### src/rtl/pdma_pkg.sv
// Shared types for the DMA channel: register selects, control word
// layout and sequencer states. Assumes ADDR_W >= 5 + trigger select width.
package pdma_pkg;
    localparam int unsigned SEL_W = 2;

    typedef enum logic [SEL_W-1:0] {
        SEL_CTRL  = 2'd0,
        SEL_START = 2'd1,
        SEL_END   = 2'd2,
        SEL_PERI  = 2'd3
    } reg_sel_e;

    typedef enum logic [1:0] {
        ST_IDLE = 2'd0,
        ST_REQ  = 2'd1,
        ST_RD   = 2'd2,
        ST_WR   = 2'd3
    } seq_state_e;

    localparam int unsigned CB_EN   = 0;
    localparam int unsigned CB_DIR  = 1;
    localparam int unsigned CB_WORD = 2;
    localparam int unsigned CB_IE   = 3;
    localparam int unsigned CB_LOOP = 4;
    localparam int unsigned CB_TSEL = 5;
endpackage

### src/rtl/pdma_regs.sv
// Configuration register bank: control fields, start, end and peripheral
// address. Assumes one write per cycle; a software write of the control
// word has priority over the hardware enable clear in the same cycle.
module pdma_regs
    import pdma_pkg::*;
#(
    parameter int unsigned ADDR_W = 12,
    parameter int unsigned TSEL_W = 2
) (
    input  logic              clk,
    input  logic              rst_n,
    input  logic              cfg_we,
    input  logic [SEL_W-1:0]  cfg_sel,
    input  logic [ADDR_W-1:0] cfg_wdata,
    input  logic              hw_clr_en,
    output logic              en,
    output logic              dir,
    output logic              word,
    output logic              ie,
    output logic              loop_mode,
    output logic [TSEL_W-1:0] tsel,
    output logic [ADDR_W-1:0] start_a,
    output logic [ADDR_W-1:0] end_a,
    output logic [ADDR_W-1:0] peri_a
);
    logic wr_ctrl;
    assign wr_ctrl = cfg_we && (cfg_sel == SEL_CTRL);

    // Control word fields; software write wins over self-clear.
    always_ff @(posedge clk) begin
        if (!rst_n) begin
            en        <= 1'b0;
            dir       <= 1'b0;
            word      <= 1'b0;
            ie        <= 1'b0;
            loop_mode <= 1'b0;
            tsel      <= '0;
        end else if (wr_ctrl) begin
            en        <= cfg_wdata[CB_EN];
            dir       <= cfg_wdata[CB_DIR];
            word      <= cfg_wdata[CB_WORD];
            ie        <= cfg_wdata[CB_IE];
            loop_mode <= cfg_wdata[CB_LOOP];
            tsel      <= cfg_wdata[CB_TSEL +: TSEL_W];
        end else if (hw_clr_en) begin
            en <= 1'b0;
        end
    end

    // Address registers written by software.
    always_ff @(posedge clk) begin
        if (!rst_n) begin
            start_a <= '0;
            end_a   <= '0;
            peri_a  <= '0;
        end else if (cfg_we) begin
            case (cfg_sel)
                SEL_START: start_a <= cfg_wdata;
                SEL_END:   end_a   <= cfg_wdata;
                SEL_PERI:  peri_a  <= cfg_wdata;
                default:   ;
            endcase
        end
    end
endmodule

### src/rtl/pdma_cursor.sv
// Current register-file address. It is loaded by a start-register write
// while disabled, and stepped or reloaded at the end of each transfer.
// Assumes a step and a load never coincide (a step needs enable set).
module pdma_cursor
    import pdma_pkg::*;
#(
    parameter int unsigned ADDR_W = 12
) (
    input  logic              clk,
    input  logic              rst_n,
    input  logic              load_start,
    input  logic [ADDR_W-1:0] load_val,
    input  logic              step,
    input  logic              word,
    input  logic [ADDR_W-1:0] start_a,
    input  logic [ADDR_W-1:0] end_a,
    output logic [ADDR_W-1:0] cur_a,
    output logic              at_end
);
    localparam logic [ADDR_W-1:0] ONE = ADDR_W'(1);
    localparam logic [ADDR_W-1:0] TWO = ADDR_W'(2);

    assign at_end = (cur_a == end_a);

    // Address update: software load, block-end reload or forward step.
    always_ff @(posedge clk) begin
        if (!rst_n) begin
            cur_a <= '0;
        end else if (load_start) begin
            cur_a <= load_val;
        end else if (step) begin
            if (at_end) cur_a <= start_a;
            else        cur_a <= cur_a + (word ? TWO : ONE);
        end
    end
endmodule

### src/rtl/pdma_seq.sv
// Transfer sequencer: trigger acceptance, bus request and grant wait,
// read/write beats, and the end-of-block interrupt pulse. Assumes the
// grant stays high once given until the request drops.
module pdma_seq
    import pdma_pkg::*;
#(
    parameter int unsigned ADDR_W = 12,
    parameter int unsigned DATA_W = 8,
    parameter int unsigned NTRIG  = 4,
    parameter int unsigned TSEL_W = 2
) (
    input  logic              clk,
    input  logic              rst_n,
    input  logic [NTRIG-1:0]  trig_in,
    input  logic              en,
    input  logic              dir,
    input  logic              word,
    input  logic              ie,
    input  logic [TSEL_W-1:0] tsel,
    input  logic [ADDR_W-1:0] cur_a,
    input  logic [ADDR_W-1:0] peri_a,
    input  logic              at_end,
    output logic              step,
    output logic              irq,
    output logic              bus_req,
    input  logic              bus_gnt,
    output logic              bus_rd,
    output logic              bus_wr,
    output logic              bus_space,
    output logic [ADDR_W-1:0] bus_addr,
    output logic [DATA_W-1:0] bus_wdata,
    input  logic [DATA_W-1:0] bus_rdata
);
    seq_state_e        state_q;
    logic              hi_q;
    logic [DATA_W-1:0] data_q;
    logic              trig_hit;
    logic              last_beat;
    logic [ADDR_W-1:0] rf_addr;
    logic [ADDR_W-1:0] pr_addr;

    assign trig_hit  = en && trig_in[tsel];
    assign last_beat = !word || hi_q;
    assign step      = (state_q == ST_WR) && last_beat;
    assign rf_addr   = cur_a + ADDR_W'(hi_q);
    assign pr_addr   = peri_a + ADDR_W'(hi_q);

    // State progression of one transfer.
    always_ff @(posedge clk) begin
        if (!rst_n) begin
            state_q <= ST_IDLE;
            hi_q    <= 1'b0;
        end else begin
            case (state_q)
                ST_IDLE: begin
                    hi_q <= 1'b0;
                    if (trig_hit) state_q <= ST_REQ;
                end
                ST_REQ:  if (bus_gnt) state_q <= ST_RD;
                ST_RD:   state_q <= ST_WR;
                ST_WR: begin
                    if (last_beat) begin
                        state_q <= ST_IDLE;
                        hi_q    <= 1'b0;
                    end else begin
                        state_q <= ST_RD;
                        hi_q    <= 1'b1;
                    end
                end
                default: state_q <= ST_IDLE;
            endcase
        end
    end

    // Capture the source byte during the read cycle.
    always_ff @(posedge clk) begin
        if (!rst_n)                 data_q <= '0;
        else if (state_q == ST_RD)  data_q <= bus_rdata;
    end

    // One-cycle interrupt after an end-of-block transfer.
    always_ff @(posedge clk) begin
        if (!rst_n) irq <= 1'b0;
        else        irq <= step && at_end && ie;
    end

    // Bus outputs from the state; the source side is read, the destination side written.
    always_comb begin
        bus_req   = (state_q != ST_IDLE);
        bus_rd    = (state_q == ST_RD);
        bus_wr    = (state_q == ST_WR);
        bus_wdata = bus_wr ? data_q : '0;
        bus_space = 1'b0;
        bus_addr  = '0;
        if (bus_rd) begin
            bus_space = !dir;
            bus_addr  = dir ? rf_addr : pr_addr;
        end else if (bus_wr) begin
            bus_space = dir;
            bus_addr  = dir ? pr_addr : rf_addr;
        end
    end
endmodule

### src/rtl/pdma_channel.sv
// Top of the DMA channel: register bank, address cursor and sequencer.
// Assumes the bus fabric returns read data combinationally in the read cycle.
module pdma_channel
    import pdma_pkg::*;
#(
    parameter int unsigned ADDR_W = 12,
    parameter int unsigned DATA_W = 8,
    parameter int unsigned NTRIG  = 4,
    localparam int unsigned TSEL_W = (NTRIG > 1) ? $clog2(NTRIG) : 1
) (
    input  logic              clk,
    input  logic              rst_n,
    input  logic              cfg_we,
    input  logic [1:0]        cfg_sel,
    input  logic [ADDR_W-1:0] cfg_wdata,
    input  logic [NTRIG-1:0]  trig_in,
    output logic              en_o,
    output logic [ADDR_W-1:0] cur_addr_o,
    output logic              irq_o,
    output logic              bus_req,
    input  logic              bus_gnt,
    output logic              bus_rd,
    output logic              bus_wr,
    output logic              bus_space,
    output logic [ADDR_W-1:0] bus_addr,
    output logic [DATA_W-1:0] bus_wdata,
    input  logic [DATA_W-1:0] bus_rdata
);
    logic              en, dir, word, ie, loop_mode;
    logic [TSEL_W-1:0] tsel;
    logic [ADDR_W-1:0] start_a, end_a, peri_a, cur_a;
    logic              step, at_end, hw_clr_en, load_start;

    assign hw_clr_en  = step && at_end && !loop_mode;
    assign load_start = cfg_we && (cfg_sel == SEL_START) && !en;
    assign en_o       = en;
    assign cur_addr_o = cur_a;

    pdma_regs #(.ADDR_W(ADDR_W), .TSEL_W(TSEL_W)) u_regs (
        .clk(clk), .rst_n(rst_n), .cfg_we(cfg_we), .cfg_sel(cfg_sel),
        .cfg_wdata(cfg_wdata), .hw_clr_en(hw_clr_en), .en(en), .dir(dir),
        .word(word), .ie(ie), .loop_mode(loop_mode), .tsel(tsel),
        .start_a(start_a), .end_a(end_a), .peri_a(peri_a)
    );

    pdma_cursor #(.ADDR_W(ADDR_W)) u_cursor (
        .clk(clk), .rst_n(rst_n), .load_start(load_start),
        .load_val(cfg_wdata), .step(step), .word(word), .start_a(start_a),
        .end_a(end_a), .cur_a(cur_a), .at_end(at_end)
    );

    pdma_seq #(.ADDR_W(ADDR_W), .DATA_W(DATA_W), .NTRIG(NTRIG),
               .TSEL_W(TSEL_W)) u_seq (
        .clk(clk), .rst_n(rst_n), .trig_in(trig_in), .en(en), .dir(dir),
        .word(word), .ie(ie), .tsel(tsel), .cur_a(cur_a), .peri_a(peri_a),
        .at_end(at_end), .step(step), .irq(irq_o), .bus_req(bus_req),
        .bus_gnt(bus_gnt), .bus_rd(bus_rd), .bus_wr(bus_wr),
        .bus_space(bus_space), .bus_addr(bus_addr), .bus_wdata(bus_wdata),
        .bus_rdata(bus_rdata)
    );
endmodule

### config.mk
export PLATFORM = sky130hd
export DESIGN_NAME = pdma_channel
export DESIGN_NICKNAME = d
export VERILOG_FILES = /design/src/rtl/pdma_pkg.sv /design/src/rtl/pdma_regs.sv /design/src/rtl/pdma_cursor.sv /design/src/rtl/pdma_seq.sv /design/src/rtl/pdma_channel.sv
export SDC_FILE = /design/constraint.sdc
export NUM_CORES = 1
export LEC_CHECK = 0
export ABC_CLOCK_PERIOD_IN_PS = 2100
export BUFFER_PORTS_ARGS = -buffer_cell sky130_fd_sc_hd__buf_2
export CAP_MARGIN = 10
export CORE_ASPECT_RATIO = 1.75
export CORE_MARGIN = 4
export CORE_UTILIZATION = 51
export CTS_BUF_LIST = sky130_fd_sc_hd__clkbuf_16
export DETAILED_ROUTE_END_ITERATION = 6
export PLACE_DENSITY = 0.74
export SYNTH_ARGS = -nofsm -noshare
export SYNTH_HDL_FRONTEND = slang
export SYNTH_SLANG_ARGS = --single-unit
### constraint.sdc
create_clock -name clk -period 2.1 [get_ports clk]
set_input_delay 0.42 -clock clk [delete_from_list [all_inputs] [get_ports clk]]
set_output_delay 0.42 -clock clk [all_outputs]
set_load 0.05 [all_outputs]
==> results of run 1 <==
[worst max-delay path by stage]
stage	startpoint	endpoint	slack, ps	cells past startpoint
global route	u_seq.hi_q	bus_addr[9]	-150	7
floorplan	u_seq.state_q[1]	bus_addr[0]	-120	4
global placement	u_seq.hi_q	bus_addr[8]	50	7
detailed placement	u_seq.hi_q	bus_addr[8]	-40	7
CTS	u_regs.peri_a[6]	bus_addr[11]	-100	6
finish	u_seq.hi_q	bus_addr[9]	-80	7
[cell usage in the layout (no fill, tap or decap), drive strengths merged, types with 2 or more instances in the layout]
cell      count
nor2         31
xnor2        14
nor3          7
nand3b        4
dfxtp        67
nor3b        12
and2         11
nand2        66
and3          4
mux2i        39
ha           11
o22ai        21
nand4         2
nor2b         7
buf         102
nor4          5
nand3        10
inv          12
a21oi        31
clkinv        2
a211oi        2
xor2         28
o21ai         4
and4          2
clkinvlp      3
clkbuf        9
mux2          4
o31ai         2
a21boi        7
nand2b        3
[cell usage after synthesis, drive strengths merged]
master	n	area share [%]
o2bb2ai	1	0.23
mux2i	39	10
nand3	10	1.5
a21oi	31	4.2
o21ai	4	0.54
fa	1	0.54
nand2b	3	0.50
and2	11	1.8
mux2	3	0.90
nand3b	4	0.80
nor3	7	0.94
a21o	1	0.20
nor2b	7	1.2
buf	12	2.2
nand4	2	0.33
and4	2	0.50
a21boi	7	1.4
mux4	1	0.60
clkbuf	18	1.8
xor2	28	6.6
ha	11	3.7
and3	4	0.67
or3	1	0.17
inv	11	1.1
or2b	1	0.20
a211oi	2	0.40
nor3b	12	2.4
xnor2	14	3.3
nor4b	1	0.23
nor4	5	0.84
nand2	66	6.6
o31ai	2	0.40
dfxtp	67	36
o31a	1	0.23
o22ai	21	3.5
nor2	31	3.1
[stage by stage]
step | instance area (sq um) | TNS (ps)
2_1_floorplan | 3960 | -507
3_3_place_gp | 4440 | 0
3_5_place_dp | 4440 | -36.6
4_1_cts | 5100 | -640
5_1_grt | 5170 | -1280
6_report | 5170 | -651
[sequential cells by signal, summed over array words and instances, names as in the netlist, 2 cells and up]
| name | flops |
|---|---|
| u_seq.state_q | 2 |
| u_regs.tsel | 2 |
| u_regs.end_a | 12 |
| u_seq.data_q | 8 |
| u_regs.start_a | 12 |
| u_cursor.cur_a | 12 |
| u_regs.peri_a | 12 |
[cell type report]
cell class / count / area [sq um] / share of cell area (%)
multi-input combinational: 335 / 2650 / 51.3
sequential: 67 / 1370 / 26.5
timing repair buffer: 102 / 704 / 13.6
clock buffer: 9 / 225 / 4.35
tap: 86 / 108 / 2.08
clock inverter: 7 / 67.6 / 1.31
inverter: 11 / 43.8 / 0.846
[cells by family after synthesis]
group / Yosys count / synth area share [%]
flops: 67 / 35.9
fa+ha+maj: 12 / 4.22
simple gates: 167 / 21.8
xor+xnor: 42 / 9.85
buf+inv: 41 / 5.13
compound gates: 70 / 11.1
mux: 43 / 12.0
[metal layers]
metal,vias to the layer above,track usage [%]
met2,147,46.4
met1,1671,28.9
met4,0,19.6
met3,44,5.47
li1,1679,-
met5,-,0
[power by group through the flow]
stage | Sequential, uW | Combinational [uW] | Clock (uW)
after floorplan | 1410 | 353 | 0
after global placement | 1390 | 530 | 0
after detailed placement | 1390 | 538 | 0
after CTS | 1370 | 569 | 1500
after global routing | 1380 | 622 | 1560
final | 1370 | 575 | 1490
[what timing repair did]
item                                    4_1_cts  5_1_grt
gates cloned                                  1        0
endpoints found under the setup margin       12       16
resized for setup                            71       19
hold buffers                                  0        0
setup buffers                                 6        0
pin swaps                                    13        3
hold endpoints to repair                      0        0
[critical path: cells and delay by family (launching register included)]
family / cells / cell delay, ps
AND/OR/NAND/NOR: 3 / 450
flip-flops: 1 / 380
AO/OA/AOI/OAI: 1 / 180
buffers and inverters: 1 / 180
adder cells (fa/ha/maj): 1 / 160
XOR/XNOR: 1 / 80
==> impl_metrics.toml, run 1 <==
[clocking]
h-tree-depth = 3
cts_buffers = 9
cts-root-buf = "clkbuf_16"
tritoncts = "done"
clkLatencyLatePin_ps = 330
clockBufferDepth = 2
clock_sinks = 67
clk_pin_slew_ps = 50

[drt]
dr_wl_met2_microns = 5920
route.vias.total = 3541
dr.max_layer_used = "met4"
wl_met3_microns = 556
postRouteWirelength_microns = 11300
m1WireLength_microns = 3960
ant_nets = 0
post_drt_wl_per_cell_microns = 18.3
drc = 0
drt-vias-per-instance = 5.74
first_pass_iters = 7
drt-initial-drc-count = 324

[critical_path]
path_class = "flip-flop to primary output"
crit_arrival_ps = 1760
worstRegToRegCells = 9
cp.required_ps = 1680
cpMaxStageDelayCell = "dfxtp_4"
cp_max_fo = 3
cpPeakStageDelay_ps = 380
crit_chain = "ha_4 -> and4_4 -> nand2b_4 -> nor2_4 -> xnor2_2 -> o22ai_4 -> buf_6"
r2r_end = "u_cursor.cur_a[10]"
cp-start-kind = "flip-flop"
regToRegSetupSlack_ps = 100
worst_setup_path_end_kind = "primary output"
r2r_start = "u_regs.word"

[placement]
dp_slack_ps = -36.6
place.gp.congestion = 0.892
dp_hpwl_microns = 7680
dp_cells = 594
port_buffers = 67

[power]
p_leak_uw = 0.00215
p_per_area_mw_per_mm2 = 664
swShare_pct = 28.2
power.total_uw = 3430
pwr-share-comb_pct = 16.7
power_frac_seq_pct = 39.9
pwr-share-clk_pct = 43.3
vdd_drop_max_mv = 0.692
p_int_uw = 2460
power.switching_uw = 970

[sta]
max_freq_mhz = 458
finClkSkew_ps = 4.38
grt_setup_unrepaired = "true"
slew_headroom_pct = 64.1
worst_pin_slew_ps = 539
whs_ps = 326
fin_crit_ps = 2180
finalCritPeriodShare_pct = 104
layout_setup_ws_ps = -82.7
hold_viol = 0
final-setup-viol-count = 10
maxSlewViolCount = 0

[floorplan]
start_util_pct = 52.0
boundaryPins = 68
die_y_microns = 121
chipWidth_microns = 72.7
rows = 41
core_area_sq_mm = 0.00718
die_area_sq_mm = 0.00881

[synth]
synth_area_sq_mm = 0.00373
yosysUniqueCellTypes = 40
seq_area_frac_synth_pct = 35.9
avgSynthCellArea_sq_um = 8.45
yosys_warnings = 0
synth_seq_cells = 67
synth_fp_nets = 484
syn_inst = 442

[min_path]
hold_start = "bus_rdata[7]"
min_path_type = "input pin to flip-flop"
hold_depth = 3
min_to = "u_seq.data_q[7]"

[finish]
instances_no_fill = 617
layout-drive-gt1-share_pct = 36.3
num_antenna_cells = 0
final_core_util_pct = 72.0
final_nets = 568
fill_cells = 535
area_delta_synth_final_pct = 38.5

[run]
maxCapViolCount = 0

[global_route]
antenna_found_initial = 0
grt_pass1_wl_microns = 18100
grt_pass1_vias = 3635
grt_max_degree = 50
grt_usage_pct = 27.3
overflow = 0

[run_status]
status = "finished, violations left"
violations = "negative setup slack"
Power figures use the tool's default switching activity.
==> run 2: changes to the inputs <==
--- a/config.mk
+++ b/config.mk
@@ -5,7 +5,7 @@
 export SDC_FILE = /design/constraint.sdc
 export NUM_CORES = 1
 export LEC_CHECK = 0
-export ABC_CLOCK_PERIOD_IN_PS = 2100
+export ABC_CLOCK_PERIOD_IN_PS = 1800
 export BUFFER_PORTS_ARGS = -buffer_cell sky130_fd_sc_hd__buf_2
 export CAP_MARGIN = 10
 export CORE_ASPECT_RATIO = 1.75
==> constraint.sdc (replaced) <==
create_clock -name clk -period 1.8 [get_ports clk]
set_input_delay 0.36 -clock clk [delete_from_list [all_inputs] [get_ports clk]]
set_output_delay 0.36 -clock clk [all_outputs]
set_load 0.05 [all_outputs]
==> impl_metrics.toml, run 2 (synthesis results as in run 1) <==
[run_status]
status = "finished, violations left"
violations = "negative setup slack"

[sta]
hold_viol = 0
finClkSkew_ps = 7.63
grt_setup_unrepaired = "true"
slew_headroom_pct = 63.5
finalCritPeriodShare_pct = 120
fin_setup_tns_ps = -4190
layout_setup_ws_ps = -357
worst_pin_slew_ps = 547
max_freq_mhz = 464
maxSlewViolCount = 0
final-setup-viol-count = 18
fin_crit_ps = 2160

[floorplan]
rows = 41
chipWidth_microns = 72.7
die_area_sq_mm = 0.00881
start_util_pct = 52.0
die_y_microns = 121
boundaryPins = 68
core_area_sq_mm = 0.00718

[global_route]
overflow = 0
grt_pass1_wl_microns = 19700
grt_usage_pct = 29.8
antenna_found_initial = 0
grt_max_degree = 50
grt_pass1_vias = 3942

[min_path]
min_path_type = "input pin to flip-flop"

[clocking]
cts_buffers = 9
tritoncts = "done"
clockBufferDepth = 2
clock_sinks = 67
clkLatencyLatePin_ps = 340
clk_pin_slew_ps = 50
h-tree-depth = 3
cts-root-buf = "clkbuf_16"

[finish]
instances_no_fill = 650
layout_commonest_cell = "buf_4"
layout-drive-gt1-share_pct = 44.3
multi_input_area_sq_mm = 0.00287
mostFrequentLayoutCells = "buf_4, nand2_1, dfxtp_1"
area_delta_synth_final_pct = 54.2
final_nets = 601
fill_cells = 426
num_antenna_cells = 0
regArea_sq_mm = 0.00138

[critical_path]
cp.required_ps = 1440
cpPeakStageDelay_ps = 370
cp-start-kind = "flip-flop"
cpMostUsedCell = "ha_4"
regToRegSetupSlack_ps = -150
cp_top_family = "flip-flops"
cp_max_fo = 4
path_class = "flip-flop to primary output"
crit_buf_inv = 1
worst_setup_path_end_kind = "primary output"
cpMaxStageDelayCell = "dfxtp_4"
crit_chain = "ha_4 -> ha_4 -> nand3_4 -> nor3_4 -> xnor2_2 -> o22ai_4 -> buf_6"
crit_arrival_ps = 1800

[drt]
first_pass_iters = 4
route.vias.total = 3805
post_drt_wl_per_cell_microns = 20.2
ant_nets = 0
drt-vias-per-instance = 5.85
drc = 0
postRouteWirelength_microns = 13100
drt-initial-drc-count = 277

[placement]
dp_hpwl_microns = 8250
place.gp.congestion = 0.899
port_buffers = 67
dp_cells = 617

[power]
p_leak_uw = 0.00243
vdd_drop_max_mv = 0.864
power.total_uw = 4270
p_per_area_mw_per_mm2 = 742

[run]
maxCapViolCount = 0
-- run 2: cell types whose count changed in the layout (fill, tap and decap cells not counted), sizes merged --
cell      previous run  this run
clkinvlp             3         2
buf                102       134
clkinv               2         1
clkbuf               9        11
inv                 12        13
-- run 2: stage by stage --
step | hold WS [ps] | area [sq um] | setup slack [ps] | utilization (%)
after CTS | 274 | 5470 | -322 | 76.2
after detailed placement | 448 | 4680 | -266 | 65.2
after floorplan | 421 | 4020 | -279 | -
final | 274 | 5760 | -357 | 80.2
after global routing | 278 | 5760 | -402 | 80.2
after global placement | 441 | 4680 | -205 | 65.2
-- run 2: path summary, 6_finish.rpt --
path                startpoint                 to  depth (start not counted)
min               bus_rdata[7]    u_seq.data_q[7]                          3
max reg2reg  u_cursor.cur_a[1]  u_cursor.cur_a[4]                          8
min reg2reg          u_regs.ie          u_seq.irq                          2
max                 u_seq.hi_q        bus_addr[8]                          7
-- run 2: worst reg2reg max path, cell delays in order, from the launching register on --
cell and delay, ps:
dfxtp_4 390, buf_4 150, inv_2 50, fa_2 370, nand3b_1 280, buf_4 210
xnor2_1 130, mux2i_1 150, o22ai_1 90
-- run 2: layout make-up --
type,count,share of cell area (%)
multi-input combinational,335,49.8
sequential,67,23.9
timing repair buffer,135,18.3
clock buffer,10,4.34
tap,86,1.87
inverter,11,0.934
clock inverter,6,0.847
-- run 2: report_power, final --
part / internal (uW) / switching [uW]
logic: 418 / 496
registers: 1540 / 59.1
clock network: 1130 / 631
-- run 2: timing repair --
action,CTS,global route
setup endpoints to repair,30,36
gates cloned,1,1
pin swaps,15,18
gates resized for setup,106,39
setup buffers,7,14
hold buffers,0,0
-- run 2: routing by layer --
layer | GRT usage (%) | vias up | part of all wire (%)
met5 | 0 | - | 0
met4 | 24.2 | 0 | 7.2
met3 | 4.39 | 62 | 5.6
met2 | 51.5 | 174 | 54
met1 | 30.6 | 1821 | 33
li1 | - | 1748 | -
